File: config.mk
export PLATFORM = sky130hd
export DESIGN_NAME = tx_burst_req_gen
export DESIGN_NICKNAME = d
export VERILOG_FILES = /design/src/rtl/tx_burst_pkg.sv /design/src/rtl/tx_burst_sizer.sv /design/src/rtl/tx_beat_tracker.sv /design/src/rtl/tx_burst_req_gen.sv
export SDC_FILE = /design/constraint.sdc
export NUM_CORES = 1
export LEC_CHECK = 0
export CELL_PAD_IN_SITES_DETAIL_PLACEMENT = 1
export CELL_PAD_IN_SITES_GLOBAL_PLACEMENT = 2
export CORE_MARGIN = 4
export CORE_UTILIZATION = 29
export CTS_BUF_LIST = sky130_fd_sc_hd__clkbuf_8
export DETAILED_ROUTE_END_ITERATION = 6
export MAX_ROUTING_LAYER = met4
export PLACE_DENSITY = 0.88
export SYNTH_ARGS = -nofsm -noshare
export SYNTH_HDL_FRONTEND = slang
export SYNTH_SLANG_ARGS = --single-unit
File: constraint.sdc
create_clock -name clk -period 5.3 [get_ports clk]
set_clock_uncertainty 0.1 [all_clocks]
set_input_delay 1.06 -clock clk [delete_from_list [all_inputs] [get_ports clk]]
set_output_delay 1.06 -clock clk [all_outputs]
set_load 0.01 [all_outputs]
File: src/rtl/tx_burst_pkg.sv
package tx_burst_pkg;
   localparam int PBL_W    = 6;
   localparam int QOS_W    = 4;
   localparam int X8_SHIFT = 3;
   // largest legal code is 2**(PBL_W-1); times eight gives the widest raw burst
   localparam int MAX_RAW  = (1 << (PBL_W - 1)) << X8_SHIFT;
   localparam int LEN_W    = $clog2(MAX_RAW + 1);

   typedef enum logic {
      ST_IDLE  = 1'b0,
      ST_ISSUE = 1'b1
   } gen_state_e;

   // a code is legal when exactly one bit is set
   function automatic logic code_is_legal(input logic [PBL_W-1:0] code);
      return (code != '0) && ((code & (code - 1'b1)) == '0);
   endfunction
endpackage

File: src/rtl/tx_burst_sizer.sv
module tx_burst_sizer
   import tx_burst_pkg::*;
#(
   parameter int HALF_DEPTH = 128
) (
   input  logic [PBL_W-1:0] pbl_code_i,
   input  logic             x8_i,
   output logic             legal_o,
   output logic [LEN_W-1:0] eff_len_o
);
   logic [LEN_W-1:0] raw_len;

   always_comb begin
      legal_o = code_is_legal(pbl_code_i);
      raw_len = x8_i ? (LEN_W'(pbl_code_i) << X8_SHIFT) : LEN_W'(pbl_code_i);
   end

   generate
      if (HALF_DEPTH >= MAX_RAW) begin : g_nocap
         assign eff_len_o = raw_len;
      end else begin : g_cap
         localparam logic [LEN_W-1:0] CAP = LEN_W'(HALF_DEPTH);
         assign eff_len_o = (raw_len > CAP) ? CAP : raw_len;
      end
   endgenerate
endmodule

File: src/rtl/tx_beat_tracker.sv
module tx_beat_tracker
   import tx_burst_pkg::*;
#(
   parameter int ADDR_W     = 32,
   parameter int CNT_W      = 16,
   parameter int BEAT_SHIFT = 3
) (
   input  logic              clk,
   input  logic              rst_n,
   input  logic              load_i,
   input  logic [ADDR_W-1:0] addr_i,
   input  logic [CNT_W-1:0]  beats_i,
   input  logic [LEN_W-1:0]  eff_i,
   input  logic              adv_i,
   output logic [ADDR_W-1:0] addr_o,
   output logic [LEN_W-1:0]  len_o,
   output logic              last_o
);
   logic [ADDR_W-1:0] addr_q;
   logic [CNT_W-1:0]  rem_q;
   logic [LEN_W-1:0]  eff_q;
   logic [CNT_W-1:0]  eff_wide;

   always_comb begin
      eff_wide = CNT_W'(eff_q);
      len_o    = (rem_q < eff_wide) ? LEN_W'(rem_q) : eff_q;
      last_o   = (rem_q <= eff_wide);
      addr_o   = addr_q;
   end

   always_ff @(posedge clk) begin
      if (!rst_n) begin
         addr_q <= '0;
         rem_q  <= '0;
         eff_q  <= '0;
      end else if (load_i) begin
         addr_q <= addr_i;
         rem_q  <= beats_i;
         eff_q  <= eff_i;
      end else if (adv_i) begin
         addr_q <= addr_q + (ADDR_W'(len_o) << BEAT_SHIFT);
         rem_q  <= rem_q - CNT_W'(len_o);
      end
   end
endmodule

File: src/rtl/tx_burst_req_gen.sv
module tx_burst_req_gen
   import tx_burst_pkg::*;
#(
   parameter int ADDR_W      = 32,
   parameter int CNT_W       = 16,
   parameter int BEAT_BYTES  = 8,
   parameter int QUEUE_BYTES = 2048
) (
   input  logic              clk,
   input  logic              rst_n,
   input  logic              xfer_start_i,
   input  logic [ADDR_W-1:0] xfer_addr_i,
   input  logic [CNT_W-1:0]  xfer_beats_i,
   input  logic [5:0]        cfg_pbl_i,
   input  logic              cfg_pblx8_i,
   input  logic [3:0]        cfg_qos_i,
   input  logic              rd_gnt_i,
   output logic              rd_req_o,
   output logic [ADDR_W-1:0] rd_addr_o,
   output logic [8:0]        rd_len_o,
   output logic [3:0]        rd_qos_o,
   output logic              busy_o,
   output logic              done_o,
   output logic              cfg_err_o
);
   localparam int BEAT_SHIFT  = $clog2(BEAT_BYTES);
   localparam int QUEUE_DEPTH = QUEUE_BYTES / BEAT_BYTES;
   localparam int HALF_DEPTH  = QUEUE_DEPTH / 2;

   generate
      if (BEAT_BYTES != (1 << BEAT_SHIFT)) begin : g_bad_beat
         $error("BEAT_BYTES must be a power of two");
      end
      if (HALF_DEPTH < 1) begin : g_bad_queue
         $error("queue must hold at least two beats");
      end
      if (CNT_W < LEN_W) begin : g_bad_cnt
         $error("CNT_W must be at least LEN_W");
      end
      if (LEN_W != 9 || PBL_W != 6 || QOS_W != 4) begin : g_bad_pkg
         $error("port widths disagree with package constants");
      end
   endgenerate

   gen_state_e       state_q;
   logic [QOS_W-1:0] qos_q;
   logic             err_q;
   logic             done_q;
   logic             code_ok;
   logic [LEN_W-1:0] eff_len;
   logic             accept;
   logic             load;
   logic             adv;
   logic             last_burst;
   logic [LEN_W-1:0] cur_len;
   logic [ADDR_W-1:0] cur_addr;

   tx_burst_sizer #(
      .HALF_DEPTH(HALF_DEPTH)
   ) sizer_i (
      .pbl_code_i(cfg_pbl_i),
      .x8_i      (cfg_pblx8_i),
      .legal_o   (code_ok),
      .eff_len_o (eff_len)
   );

   always_comb begin
      accept = xfer_start_i && (state_q == ST_IDLE);
      load   = accept && code_ok && (xfer_beats_i != '0);
      adv    = (state_q == ST_ISSUE) && rd_gnt_i;
   end

   tx_beat_tracker #(
      .ADDR_W    (ADDR_W),
      .CNT_W     (CNT_W),
      .BEAT_SHIFT(BEAT_SHIFT)
   ) trk_i (
      .clk    (clk),
      .rst_n  (rst_n),
      .load_i (load),
      .addr_i (xfer_addr_i),
      .beats_i(xfer_beats_i),
      .eff_i  (eff_len),
      .adv_i  (adv),
      .addr_o (cur_addr),
      .len_o  (cur_len),
      .last_o (last_burst)
   );

   always_ff @(posedge clk) begin
      if (!rst_n) begin
         state_q <= ST_IDLE;
         qos_q   <= '0;
         err_q   <= 1'b0;
         done_q  <= 1'b0;
      end else begin
         done_q <= 1'b0;
         unique case (state_q)
            ST_IDLE: begin
               if (accept) begin
                  err_q <= !code_ok;
                  if (code_ok) begin
                     qos_q <= cfg_qos_i;
                     if (xfer_beats_i == '0) begin
                        done_q <= 1'b1;
                     end else begin
                        state_q <= ST_ISSUE;
                     end
                  end
               end
            end
            ST_ISSUE: begin
               if (adv && last_burst) begin
                  state_q <= ST_IDLE;
                  done_q  <= 1'b1;
               end
            end
            default: state_q <= ST_IDLE;
         endcase
      end
   end

   always_comb begin
      rd_req_o  = (state_q == ST_ISSUE);
      busy_o    = (state_q == ST_ISSUE);
      rd_addr_o = cur_addr;
      rd_len_o  = cur_len;
      rd_qos_o  = qos_q;
      done_o    = done_q;
      cfg_err_o = err_q;
   end
endmodule

==> flow_metrics.tcl <==
set metrics [dict create \
    cts.sinks 64 \
    end_kind "flop" \
    initial_utilization 0.295 \
    post_drt_via_cell_ratio 5.60 \
    cts_tree "yes" \
    cp.arrival_ns 4.64 \
    rsz0062_at_grt "false" \
    first_pass_iters 5 \
    gr-total-overflow 0 \
    worstSetupStartpointType "flop" \
    yosysSeqAreaShare 0.300 \
    diodes 0 \
    grt_util_met2 0.322 \
    fmax_ghz 0.222 \
    crit_start "trk_i.eff_q[1]$_SDFFE_PN0P_" \
    grt_util_met3 0.0429 \
    grt_pass1_wl_um 25200 \
    yosysTopAreaCellShare 0.300 \
    setup_viol_count_final 0 \
    fin_nets 721 \
    worstPathRequired_ns 5.45 \
    num_rows 44 \
    avgRoutedWirePerCell_um 19.1 \
    cts-hold-fix-buffers 0 \
    areaGrowthSynthToFinish_pct 35.2 \
    r2r_cells 16 \
    synth_area_leaders "dfxtp_1 30%, ha_1 7.9%, a21oi_1 6.6%, nand2_1 4.5%, mux2i_1 3.3%" \
    grt_pass1_vias 4917 \
    worstMarginPinSlew_ns 0.936 \
    fillCellCount 1731 \
    cpPeakStageDelay_ns 0.66 \
    ctsResizeCount 0 \
    grt_max_degree 30 \
    clkLatencyLatePin_ns 0.37 \
    root_buffer "clkbuf_8" \
    clk_path_buf_depth 2 \
    maxSlewViolCount 0 \
    final_layout_size_suffix_gt1_frac 0.0742 \
    drtAntennaViolNets 0 \
    maxSlewHeadroom 0.376 \
    placedCellCount 802 \
    r2r-end "trk_i.addr_o[23]$_SDFFE_PN0P_" \
    cp-endpoint "trk_i.addr_o[23]$_SDFFE_PN0P_" \
    crit_chain "inv_1, ha_1, nor2b_1, o211ai_1, a21oi_1, nor2_1, o21ai_2, mux2_2, ha_1, fa_1, a211oi_1, nor3_2, o211ai_1, nor2_1, xnor2_1, a21oi_1" \
    port_buffers 111 \
    hold_violations 0 \
    crit_type "reg -> reg" \
    htreeDepth 3 \
    dr_total_vias 4578 \
    async_flop_share 0 \
    yosys_most_used_dff "dfxtp_1" \
    hp-class "reg -> reg" \
    cts.clk_slew.worst_paths_ns 0.07 \
    drtIter0Drc 196 \
    vdd_drop_max_mv 0.117 \
    synthCells 524 \
    crit_slowest_cell "o211ai_1" \
    setup_tns_ns 0 \
    path_max_fanout 9 \
    place_hpwl_um 11900 \
    ys_ff_latch 64 \
    wirelength_um 15600 \
    grt_use_total 0.194 \
    drv_cap 0 \
    die_area_mm2 0.0167 \
    die_y_um 129 \
    antenna_found_initial 0 \
    cts-buffers-inserted 9 \
    power_mw 1.27 \
    leakagePower_nw 2.10 \
    yosys.cell_count.top_type "dfxtp_1" \
    period_needed_ns 4.49 \
    drc_errors 0 \
    yosysTopAreaCell "dfxtp_1" \
    p_per_area_mw_per_mm2 219 \
    synth.avg_cell_area_um2 8.14 \
    finalCritPeriodShare 0.848 \
    io_pins 112 \
    fin_cells 817 \
    r2r_start "trk_i.eff_q[1]$_SDFFE_PN0P_" \
    synth_edf_count 0 \
    grt_use_met1 0.230 \
    core_mm2 0.0145 \
    synth_area_mm2 0.00427 \
    r2r_setup_slack_ns 0.81 \
    ys_types 61 \
    synthTopCellsByCount "64 x dfxtp_1, 56 x a21oi_1, 51 x nand2_1, 36 x nor2_1, 27 x ha_1" \
    cts_setup_buffers 0 \
    status "complete, no violations" \
    yosys_warnings 0 \
    grt-busiest-layer "met2" \
    gp_congestion 0.816 \
    syn_nets 616 \
    die_x_um 129 \
]
## kinds of logic (layout without fill, tap and decap cells)
kind of cell / after synthesis / count (layout) / share of synthesized area
flip-flops: 64 / 64 / 0.300
multiplexers: 23 / 23 / 0.0566
buffers and inverters: 52 / 161 / 0.0507
AND/OR/NAND/NOR: 165 / 165 / 0.190
XOR/XNOR: 16 / 16 / 0.0328
adder cells (fa/ha/maj): 29 / 29 / 0.0886
AO/OA/AOI/OAI: 175 / 175 / 0.281
## per-stage QoR
step / util / instance area, um2 / hold WS, ns / setup WS [ns]
after global routing: 0.398 / 5770 / 0.397 / 0.484
after floorplan: - / 4270 / 0.345 / 1.29
final: 0.398 / 5770 / 0.368 / 0.806
after global placement: 0.384 / 5570 / 0.345 / 1.01
after detailed placement: 0.384 / 5570 / 0.362 / 0.801
after CTS: 0.398 / 5770 / 0.373 / 0.803
## cells in the final DEF, fill, tap and decap left out, types with 3 or more instances in the layout
cell	Yosys	layout
o21ai_0	17	17
a32oi_1	3	3
clkdlybuf4s50_1	0	111
nor2b_1	3	3
a221oi_1	11	11
a31oi_1	9	8
mux2i_1	14	14
o211ai_1	18	18
a21oi_1	56	56
buf_4	3	10
nor3_1	12	12
and3_1	7	7
nand2_1	51	51
inv_1	25	27
xor2_1	5	5
or3_1	7	7
clkbuf_8	0	9
o21a_1	4	4
nand2b_1	3	3
nor2_1	36	36
a211oi_1	9	9
xnor2_1	11	11
a22oi_1	14	14
ha_1	27	27
nand4_1	13	13
nand3_1	16	16
nor4_1	6	6
o31ai_1	4	4
o32a_2	3	3
dfxtp_1	64	64
mux2_2	8	8
## state kept, by name, summed over array words and instances (netlist names)
| signal | count |
|---|---|
| rd_qos_o | 4 |
| trk_i.rem_q | 16 |
| trk_i.eff_q | 9 |
| busy_o | 1 |
| trk_i.addr_o | 32 |
| cfg_err_o | 1 |
| done_o | 1 |
## per-layer routing
layer  part of all wire  wire, um  up-vias
li1                   -         -     2185
met4              0.026       404        0
met3              0.057       890       37
met2               0.49      7640      121
met1               0.43      6680     2235
met5                  0         0        -
## final cells by class
class | count | area, um2 | area share
clock buffers | 9 | 124 | 0.0215
clock inverters | 6 | 77.6 | 0.0134
inverters | 25 | 93.8 | 0.0163
multi-input cells | 408 | 2780 | 0.481
flip-flops and latches | 64 | 1280 | 0.222
well taps | 184 | 230 | 0.0399
repair buffers | 121 | 1190 | 0.206
## how the worst min path moves through the flow
| stage | from | to | cells past startpoint |
|---|---|---|---|
| finish | trk_i.addr_o[0]$_SDFFE_PN0P_ | trk_i.addr_o[0]$_SDFFE_PN0P_ | 2 |
| global route | trk_i.eff_q[1]$_SDFFE_PN0P_ | trk_i.eff_q[1]$_SDFFE_PN0P_ | 2 |
| CTS | trk_i.addr_o[0]$_SDFFE_PN0P_ | trk_i.addr_o[0]$_SDFFE_PN0P_ | 2 |
| detailed placement | trk_i.addr_o[2]$_SDFFE_PN0P_ | trk_i.addr_o[2]$_SDFFE_PN0P_ | 2 |
| global placement | trk_i.addr_o[2]$_SDFFE_PN0P_ | trk_i.addr_o[2]$_SDFFE_PN0P_ | 2 |
| floorplan | trk_i.eff_q[1]$_SDFFE_PN0P_ | trk_i.eff_q[1]$_SDFFE_PN0P_ | 2 |
## report_power, final
| part | internal, mW | total, mW | leakage, nW | switching, mW |
|---|---|---|---|---|
| combinational | 0.140 | 0.291 | 1.47 | 0.151 |
| clock | 0.257 | 0.464 | 0.111 | 0.207 |
| sequential | 0.494 | 0.510 | 0.518 | 0.0161 |
| total | 0.891 | 1.27 | 2.10 | 0.374 |
## worst max-delay path: cells and delay by family, from the launching register on
family,cells,cell delay [ns]
AND/OR/NAND/NOR,4,0.49
XOR/XNOR,1,0.17
buffers and inverters,1,0.07
multiplexers,1,0.44
flip-flops,1,0.35
adder cells (fa/ha/maj),3,0.98
AO/OA/AOI/OAI,6,1.78
No activity file was read; power rests on OpenSTA's default activity.
